`src/rtl/cfg_pkg.sv`:
```
package cfg_pkg;

  typedef enum logic [1:0] {
    OP_WIN   = 2'd0,
    OP_PROBE = 2'd1,
    OP_STORE = 2'd2
  } opSelT;

  typedef enum logic [1:0] {
    RES_KEEP = 2'd0,
    RES_ZERO = 2'd1,
    RES_ONES = 2'd2,
    RES_READ = 2'd3
  } resSelT;

  typedef struct packed {
    logic   loadReq;
    logic   loadProbe;
    opSelT  opSel;
    resSelT resSel;
  } strobeT;

  localparam int WORD_W  = 32;
  localparam int LEN_W   = 3;
  localparam int LANES   = WORD_W / 8;

endpackage

```
`src/rtl/cfgDatapath.sv`:
```
module cfgDatapath
  import cfg_pkg::*;
#(
  parameter int BUS_W            = 8,
  parameter int DEV_W            = 5,
  parameter int FUNC_W           = 3,
  parameter int OFF_W            = 8,
  parameter int SLOT_MAX         = 16,
  parameter logic [31:0] CFG_BASE   = 32'h0C00_0000,
  parameter logic [31:0] WIN_ADDR   = 32'h0000_0110,
  parameter logic [31:0] WIN_MASK   = 32'hFC00_0000,
  parameter logic [31:0] TYPE0_CODE = 32'h0000_0002,
  parameter logic [31:0] TYPE1_CODE = 32'h0000_000A
) (
  input  logic              clk,
  input  logic              rstN,
  input  strobeT            stb,
  input  logic              inCardbus,
  input  logic              inWrite,
  input  logic [BUS_W-1:0]  inBus,
  input  logic [DEV_W-1:0]  inDev,
  input  logic [FUNC_W-1:0] inFunc,
  input  logic [OFF_W-1:0]  inOff,
  input  logic [LEN_W-1:0]  inLen,
  input  logic [WORD_W-1:0] inWData,
  input  logic [WORD_W-1:0] mRData,
  output logic              reqBad,
  output logic              isWrite,
  output logic [WORD_W-1:0] mAddr,
  output logic [WORD_W-1:0] mWData,
  output logic [WORD_W-1:0] rspData
);

  localparam logic [DEV_W-1:0] DEV_LIMIT   = DEV_W'(SLOT_MAX);
  localparam logic [DEV_W-1:0] CARDBUS_MAX = DEV_W'(1);
  localparam int               SEL_BASE    = 16;

  logic              cardQ;
  logic              wrQ;
  logic [BUS_W-1:0]  busQ;
  logic [DEV_W-1:0]  devQ;
  logic [FUNC_W-1:0] funcQ;
  logic [OFF_W-1:0]  offQ;
  logic [LEN_W-1:0]  lenQ;
  logic [WORD_W-1:0] wdataQ;
  logic [WORD_W-1:0] probeQ;
  logic [WORD_W-1:0] rspQ;

  // request capture
  always_ff @(posedge clk or negedge rstN) begin
    if (!rstN) begin
      cardQ  <= 1'b0;
      wrQ    <= 1'b0;
      busQ   <= '0;
      devQ   <= '0;
      funcQ  <= '0;
      offQ   <= '0;
      lenQ   <= '0;
      wdataQ <= '0;
    end else if (stb.loadReq) begin
      cardQ  <= inCardbus;
      wrQ    <= inWrite;
      busQ   <= inBus;
      devQ   <= inDev;
      funcQ  <= inFunc;
      offQ   <= inOff;
      lenQ   <= inLen;
      wdataQ <= inWData;
    end
  end

  // request validity
  logic lenBad;
  logic devBad;
  logic isType0;

  always_comb begin
    isType0 = (busQ == '0);
    lenBad  = !((lenQ == 3'd1) || (lenQ == 3'd2) || (lenQ == 3'd4));
    devBad  = (cardQ && (devQ > CARDBUS_MAX)) || (isType0 && (devQ >= DEV_LIMIT));
    reqBad  = lenBad || devBad;
    isWrite = wrQ;
  end

  // address formation
  logic [4:0]        shiftAmt;
  logic [WORD_W-1:0] offAligned;
  logic [WORD_W-1:0] selBit;
  logic [WORD_W-1:0] fieldFunc;
  logic [WORD_W-1:0] winVal;
  logic [WORD_W-1:0] cfgAddr;

  always_comb begin
    shiftAmt   = {offQ[1:0], 3'b000};
    offAligned = WORD_W'(offQ) & ~WORD_W'(3);
    fieldFunc  = WORD_W'(funcQ) << 8;
    if (devQ < DEV_LIMIT) selBit = WORD_W'(1) << (WORD_W'(devQ) + WORD_W'(SEL_BASE));
    else                  selBit = '0;
    if (isType0) begin
      winVal  = TYPE0_CODE | (selBit & WIN_MASK);
      cfgAddr = CFG_BASE | (selBit & ~WIN_MASK) | fieldFunc | offAligned;
    end else begin
      winVal  = TYPE1_CODE;
      cfgAddr = CFG_BASE | (WORD_W'(busQ) << 16) | (WORD_W'(devQ) << 11)
              | fieldFunc | offAligned;
    end
  end

  // probe word held for write merging
  always_ff @(posedge clk or negedge rstN) begin
    if (!rstN)              probeQ <= '0;
    else if (stb.loadProbe) probeQ <= mRData;
  end

  // write merge, one lane per byte
  logic [WORD_W-1:0] shiftedW;
  logic [WORD_W-1:0] mergedW;
  logic [LANES-1:0]  laneOn;

  assign shiftedW = wdataQ << shiftAmt;

  for (genvar b = 0; b < LANES; b++) begin : g_lane
    logic [3:0] laneEnd;
    assign laneEnd   = {2'b00, offQ[1:0]} + {1'b0, lenQ};
    assign laneOn[b] = (b >= int'(offQ[1:0])) && (4'(b) < laneEnd);
    assign mergedW[8*b +: 8] = laneOn[b] ? shiftedW[8*b +: 8] : probeQ[8*b +: 8];
  end

  logic [WORD_W-1:0] storeWord;
  assign storeWord = (lenQ == 3'd4) ? wdataQ : mergedW;

  // read alignment
  logic [WORD_W-1:0] shiftedR;
  logic [WORD_W-1:0] readVal;

  always_comb begin
    shiftedR = mRData >> shiftAmt;
    case (lenQ)
      3'd1:    readVal = {24'h0, shiftedR[7:0]};
      3'd2:    readVal = {16'h0, shiftedR[15:0]};
      default: readVal = shiftedR;
    endcase
  end

  // response register
  always_ff @(posedge clk or negedge rstN) begin
    if (!rstN) rspQ <= '0;
    else begin
      case (stb.resSel)
        RES_ZERO: rspQ <= '0;
        RES_ONES: rspQ <= '1;
        RES_READ: rspQ <= readVal;
        default:  rspQ <= rspQ;
      endcase
    end
  end

  assign rspData = rspQ;

  // master port data path
  always_comb begin
    case (stb.opSel)
      OP_WIN: begin
        mAddr  = WIN_ADDR;
        mWData = winVal;
      end
      OP_PROBE: begin
        mAddr  = cfgAddr;
        mWData = '0;
      end
      default: begin
        mAddr  = cfgAddr;
        mWData = storeWord;
      end
    endcase
  end

  // a one-byte read result never carries bits above the low byte
  a_r7_byte_read_trunc: assert property (@(posedge clk) disable iff (!rstN)
    (stb.resSel == RES_READ && lenQ == 3'd1) |=> (rspQ[31:8] == 24'h0));

  // an all-ones result is only loaded from the probe step
  a_r10_ones_from_probe: assert property (@(posedge clk) disable iff (!rstN)
    (stb.resSel == RES_ONES) |-> stb.loadProbe);

endmodule

```
`src/rtl/cfgControl.sv`:
```
module cfgControl
  import cfg_pkg::*;
(
  input  logic   clk,
  input  logic   rstN,
  input  logic   reqValid,
  input  logic   reqBad,
  input  logic   isWrite,
  input  logic   mReady,
  input  logic   mBusErr,
  output logic   reqReady,
  output logic   mValid,
  output logic   mWrite,
  output logic   doneValid,
  output logic   doneErr,
  output strobeT stb
);

  typedef enum logic [2:0] {
    S_IDLE   = 3'd0,
    S_DECODE = 3'd1,
    S_WIN    = 3'd2,
    S_PROBE  = 3'd3,
    S_STORE  = 3'd4,
    S_DONE   = 3'd5
  } stateT;

  stateT state, stateNext;
  logic  errQ, errNext;

  always_ff @(posedge clk or negedge rstN) begin
    if (!rstN) begin
      state <= S_IDLE;
      errQ  <= 1'b0;
    end else begin
      state <= stateNext;
      errQ  <= errNext;
    end
  end

  always_comb begin
    stateNext     = state;
    errNext       = errQ;
    stb.loadReq   = 1'b0;
    stb.loadProbe = 1'b0;
    stb.opSel     = OP_WIN;
    stb.resSel    = RES_KEEP;
    reqReady      = 1'b0;
    mValid        = 1'b0;
    mWrite        = 1'b0;
    case (state)
      S_IDLE: begin
        reqReady = 1'b1;
        if (reqValid) begin
          stb.loadReq = 1'b1;
          stateNext   = S_DECODE;
        end
      end
      S_DECODE: begin
        if (reqBad) begin
          stb.resSel = RES_ZERO;
          errNext    = 1'b1;
          stateNext  = S_DONE;
        end else begin
          stateNext  = S_WIN;
        end
      end
      S_WIN: begin
        mValid    = 1'b1;
        mWrite    = 1'b1;
        stb.opSel = OP_WIN;
        if (mReady) stateNext = S_PROBE;
      end
      S_PROBE: begin
        mValid    = 1'b1;
        stb.opSel = OP_PROBE;
        if (mReady) begin
          stb.loadProbe = 1'b1;
          if (mBusErr) begin
            stb.resSel = RES_ONES;
            errNext    = 1'b1;
            stateNext  = S_DONE;
          end else if (isWrite) begin
            stateNext  = S_STORE;
          end else begin
            stb.resSel = RES_READ;
            errNext    = 1'b0;
            stateNext  = S_DONE;
          end
        end
      end
      S_STORE: begin
        mValid    = 1'b1;
        mWrite    = 1'b1;
        stb.opSel = OP_STORE;
        if (mReady) begin
          stb.resSel = RES_ZERO;
          errNext    = 1'b0;
          stateNext  = S_DONE;
        end
      end
      S_DONE: begin
        stateNext = S_IDLE;
      end
      default: stateNext = S_IDLE;
    endcase
  end

  assign doneValid = (state == S_DONE);
  assign doneErr   = errQ;

  // completion is a single-cycle pulse
  a_r1_done_pulse: assert property (@(posedge clk) disable iff (!rstN)
    doneValid |=> !doneValid);

  // no new request is taken while a completion is reported
  a_r1_busy_on_done: assert property (@(posedge clk) disable iff (!rstN)
    doneValid |-> !reqReady);

  // a rejected request finishes next cycle with the error flag and no access
  a_r2_reject_fast: assert property (@(posedge clk) disable iff (!rstN)
    (state == S_DECODE && reqBad) |=> (doneValid && doneErr && !mValid));

  // the access following acceptance is the window write
  a_r4_window_first: assert property (@(posedge clk) disable iff (!rstN)
    (state == S_DECODE && !reqBad) |=> (mValid && mWrite && stb.opSel == OP_WIN));

endmodule

```
`src/rtl/cfgAccessEngine.sv`:
```
module cfgAccessEngine
  import cfg_pkg::*;
#(
  parameter int BUS_W            = 8,
  parameter int DEV_W            = 5,
  parameter int FUNC_W           = 3,
  parameter int OFF_W            = 8,
  parameter int SLOT_MAX         = 16,
  parameter logic [31:0] CFG_BASE   = 32'h0C00_0000,
  parameter logic [31:0] WIN_ADDR   = 32'h0000_0110,
  parameter logic [31:0] WIN_MASK   = 32'hFC00_0000,
  parameter logic [31:0] TYPE0_CODE = 32'h0000_0002,
  parameter logic [31:0] TYPE1_CODE = 32'h0000_000A
) (
  input  logic              clk,
  input  logic              rstN,
  input  logic              cardbusMode,
  input  logic              reqValid,
  output logic              reqReady,
  input  logic              reqWrite,
  input  logic [BUS_W-1:0]  reqBus,
  input  logic [DEV_W-1:0]  reqDev,
  input  logic [FUNC_W-1:0] reqFunc,
  input  logic [OFF_W-1:0]  reqOff,
  input  logic [2:0]        reqLen,
  input  logic [31:0]       reqWData,
  output logic              doneValid,
  output logic              doneErr,
  output logic [31:0]       rspData,
  output logic              mValid,
  output logic              mWrite,
  output logic [31:0]       mAddr,
  output logic [31:0]       mWData,
  input  logic              mReady,
  input  logic [31:0]       mRData,
  input  logic              mBusErr
);

  strobeT stb;
  logic   reqBad;
  logic   isWrite;

  cfgControl u_ctrl (
    .clk       (clk),
    .rstN      (rstN),
    .reqValid  (reqValid),
    .reqBad    (reqBad),
    .isWrite   (isWrite),
    .mReady    (mReady),
    .mBusErr   (mBusErr),
    .reqReady  (reqReady),
    .mValid    (mValid),
    .mWrite    (mWrite),
    .doneValid (doneValid),
    .doneErr   (doneErr),
    .stb       (stb)
  );

  cfgDatapath #(
    .BUS_W      (BUS_W),
    .DEV_W      (DEV_W),
    .FUNC_W     (FUNC_W),
    .OFF_W      (OFF_W),
    .SLOT_MAX   (SLOT_MAX),
    .CFG_BASE   (CFG_BASE),
    .WIN_ADDR   (WIN_ADDR),
    .WIN_MASK   (WIN_MASK),
    .TYPE0_CODE (TYPE0_CODE),
    .TYPE1_CODE (TYPE1_CODE)
  ) u_dp (
    .clk       (clk),
    .rstN      (rstN),
    .stb       (stb),
    .inCardbus (cardbusMode),
    .inWrite   (reqWrite),
    .inBus     (reqBus),
    .inDev     (reqDev),
    .inFunc    (reqFunc),
    .inOff     (reqOff),
    .inLen     (reqLen),
    .inWData   (reqWData),
    .mRData    (mRData),
    .reqBad    (reqBad),
    .isWrite   (isWrite),
    .mAddr     (mAddr),
    .mWData    (mWData),
    .rspData   (rspData)
  );

  // a stalled master access holds still
  a_r11_hold_stalled: assert property (@(posedge clk) disable iff (!rstN)
    (mValid && !mReady) |=> (mValid && $stable(mWrite) && $stable(mAddr) && $stable(mWData)));

  // a failed probe read is never followed by a store
  a_r10_no_store_after_err: assert property (@(posedge clk) disable iff (!rstN)
    (mValid && mReady && !mWrite && mBusErr) |=> !mValid);

  // the store of a write always targets the address just probed
  a_r9_store_same_addr: assert property (@(posedge clk) disable iff (!rstN)
    (mValid && mReady && !mWrite && !mBusErr) |=> (!mValid || $stable(mAddr)));

endmodule

```
`config.mk`:
```
export PLATFORM = sky130hd
export DESIGN_NAME = cfgAccessEngine
export DESIGN_NICKNAME = d
export VERILOG_FILES = /design/src/rtl/cfg_pkg.sv /design/src/rtl/cfgDatapath.sv /design/src/rtl/cfgControl.sv /design/src/rtl/cfgAccessEngine.sv
export SDC_FILE = /design/constraint.sdc
export NUM_CORES = 1
export LEC_CHECK = 0
export ABC_AREA = 1
export CAP_MARGIN = 20
export CORE_MARGIN = 2
export CORE_UTILIZATION = 44
export CTS_CLUSTER_SIZE = 24
export DETAILED_ROUTE_END_ITERATION = 16
export PLACE_DENSITY = 0.74
export SLEW_MARGIN = 0
export SYNTH_ARGS = -nofsm -noshare
export SYNTH_HDL_FRONTEND = slang
export SYNTH_HIERARCHICAL = 1
export SYNTH_SLANG_ARGS = --single-unit
```
`constraint.sdc`:
```
create_clock -name clk -period 1.95 [get_ports clk]
set_input_delay 0.195 -clock clk [delete_from_list [all_inputs] [get_ports clk]]
set_output_delay 0.195 -clock clk [all_outputs]
set_load 0.02 [all_outputs]
```
==> impl_results.md <==
* Status: finished, violations left
* Failing checks: negative setup slack
* Synth area leader: dfrtp_1
* Routed WL at 27600 um
* CP max FO at 8
* Final worst slack at -0.688 ns
* Synth warn at 6
* Gr usage total at 0.296
* Maximum clock rate at 379 MHz
* Count of cell types in the netlist at 33
* Largest vdd supply drop at 1.05 mV
* Inserted Diodes at 0
* Mapped cell area at 7300 um2
* Initial Util at 0.445
* Setup WS pre-CTS at -0.663 ns
* Die height at 133 um
* Sequential area share after synthesis at 0.442
* Slew HR at 0.621
* Vias at 8096
* TritonCTS Buffers at 17
* Global placer's final weighted congestion at 0.971
* CTS root buffer: clkbuf_16
* Pwr/cell area at 1980 nW/um2
* Worst Skew at 0.00716 ns
* LEAKAGE at 5.68 nW
* Clock-pin slew on the worst setup and hold paths at 0.06 ns
* Worst slew pin tran at 0.562 ns
* Flops & latches, synth at 129
* Pwr Total at 24.1 mW
* Largest net degree at the start of global routing at 55
* 1st-iter DRT viols at 806
* Core area at 16400 um2
* RSZ-0062 raised after global routing: true
* Non-filler cells, final at 1495
* Max Buffers Root-to-Sink at 2
* Clock Sink Count at 129
* Initial antenna violation count at 0
* First-pass GRT wire length at 40700 um
* Placed Cells at 1425
* Max Cap Viol at 0
* Final Util at 0.739
* Die area at 17600 um2
* Drt first pass iters at 6
* Final period utilization at 1.35
* Count of final hold-check violations at 0
* Tmin final at 2.64 ns
* Average cell area after synthesis at 7.51 um2
* Post-DR vias/cell at 5.42
* TritonCTS clock tree: done
* Filler cell count at 1162
* Layout area overhead at 66.0%
* Routed len/inst at 18.5 um
* Type of the most critical hold path: input pin to async pin
* Num rows at 47
* Nets at 1364
* Crit path DAT at 2.44 ns
* Ratio of cells with drive above 1 in the final layout at 0.363
* Final setup vio count at 80
* Synthesized instance count at 973
* DRT antenna net count at 0
* Top cell type's share of synthesized area at 0.442
* Skew-Pair Late Insertion Delay at 0.42 ns
* Vias in the first global route at 7735
* CP required at 1.75 ns
* # DRC at 0
* Io pins at 199
* Top cells by area, synth: dfrtp_1, o21ai_0, nand2_1
* Worst Setup Start Kind: flop
* Chip width at 133 um
* Max Transition Viols Final at 0
* Post-DP HPWL at 18100 um
* IO buf count at 192
* Critical Path End Type: primary output
* Crit Path Class: flop to primary output
* Grt total ovfl at 0
* H-tree level count at 4
-- cells in the mapped netlist, drive strengths merged --
cell    number
nor2        77
inv        118
o221ai       6
clkinv       1
nand3       51
o211ai       4
a21oi       65
buf         30
dfrtp      129
o21ai      179
nand4        6
o21bai       6
fa           1
conb         1
nand2      221
mux2i        6
clkbuf      31
mux2        25
ha           2
nor3        14
-- metrics by stage --
step	instance area [um2]	TNS, ns	hold slack [ns]
5_1_grt	12100	-43.58	0.331
3_5_place_dp	10200	-24.50	0.198
6_report	12100	-34.66	0.296
4_1_cts	11500	-36.99	0.306
2_1_floorplan	7480	-0.646	-0.101
3_3_place_gp	10200	-22.48	0.202
-- cell type report --
class                   instances  area [um2]  area share
multi-input cells             670        4280       0.353
repair buffers                326        3270       0.270
flip-flops and latches        129        3230       0.266
clock buffers                  21         480      0.0396
inverters                     119         459      0.0379
well taps                     220         275      0.0227
clock inverters                10         133      0.0109
-- state kept, by name, indices dropped and copies added (netlist names) --
| register | cells |
|---|---|
| u_dp/funcQ | 3 |
| u_dp/devQ | 5 |
| u_dp/wdataQ | 32 |
| u_dp/busQ | 8 |
| u_dp/probeQ | 32 |
| u_dp/isWrite | 1 |
| u_dp/rspData | 32 |
| u_dp/lenQ | 3 |
| u_ctrl/state | 3 |
| u_ctrl/doneErr | 1 |
| u_dp/cardQ | 1 |
| u_dp/offQ | 8 |
-- critical path, stage by stage (launching register included) --
cell and delay (ns):
dfrtp_1 0.41, ha_4 0.18, fa_2 0.36, nand2_2 0.09, nand2_2 0.06, nor2_4 0.18, buf_6 0.16, nand2_8 0.08
nand2_8 0.16, nand2_4 0.06, nand3_2 0.07, nand2_2 0.06, inv_2 0.05, buf_6 0.10
-- path summary, 6_finish.rpt --
kind | start | endpoint | slack, ns | depth (start not counted)
min | rstN | u_dp/rspData[16]$_DFFE_PN0P_ | 0.30 | 2
max in group asynchronous | rstN | u_dp/offQ[0]$_DFFE_PN0P_ | 0.99 | 3
min in group clk | reqOff[4] | u_dp/offQ[4]$_DFFE_PN0P_ | 0.34 | 3
max reg2reg | u_dp/busQ[7]$_DFFE_PN0P_ | u_dp/rspData[30]$_DFFE_PN0P_ | -0.38 | 14
max | u_dp/lenQ[0]$_DFFE_PN0P_ | mWData[11] | -0.69 | 13
min reg2reg | u_ctrl/doneErr$_DFFE_PN0P_ | u_ctrl/doneErr$_DFFE_PN0P_ | 0.48 | 2
-- per-layer routing --
layer,share of wire,GRT usage
met5,0,0
met4,0.032,0.101
met3,0.083,0.0667
met2,0.48,0.479
met1,0.41,0.394
-- report_power, final --
group          switching (mW)  leakage (nW)  total [mW]  internal [mW]
clock network            1.18         0.297        3.31           2.13
registers                1.01          1.61        4.98           3.97
logic                    8.96          3.77        15.8           6.81
-- cell usage in the layout, fill, tap and decap left out, drive strengths merged --
cell             n
a21oi           65
buf            190
bufinv           3
clkbuf          24
clkdlybuf4s50  129
clkinv           5
clkinvlp         3
conb             6
dfrtp          129
dlygate4sd2      3
dlygate4sd3      1
fa               1
ha               2
inv            118
mux2            25
mux2i            6
nand2          222
nand3           51
nand4            6
nor2            77
nor3            14
o211ai           4
o21ai          179
o21bai           6
o221ai           6
-- logic make-up (layout without fill, tap and decap cells) --
group | after synthesis | count (layout) | synth area share
DFF | 129 | 129 | 0.442
adders and majority gates | 3 | 3 | 0.00617
buffers and inverters | 180 | 476 | 0.104
AOI/OAI and AO/OA | 260 | 260 | 0.185
other | 1 | 6 | 0.000513
and+or+nand+nor | 369 | 370 | 0.216
muxes | 31 | 31 | 0.0468
-- what timing repair did --
item	4_1_cts	5_1_grt
hold buffers	1	0
cloned	4	1
hold endpoints to repair	34	0
pin swaps	32	33
setup endpoints to repair	94	117
setup buffers	20	21
resized for setup	464	172
Note: power is estimated with default switching activity, not from simulation.
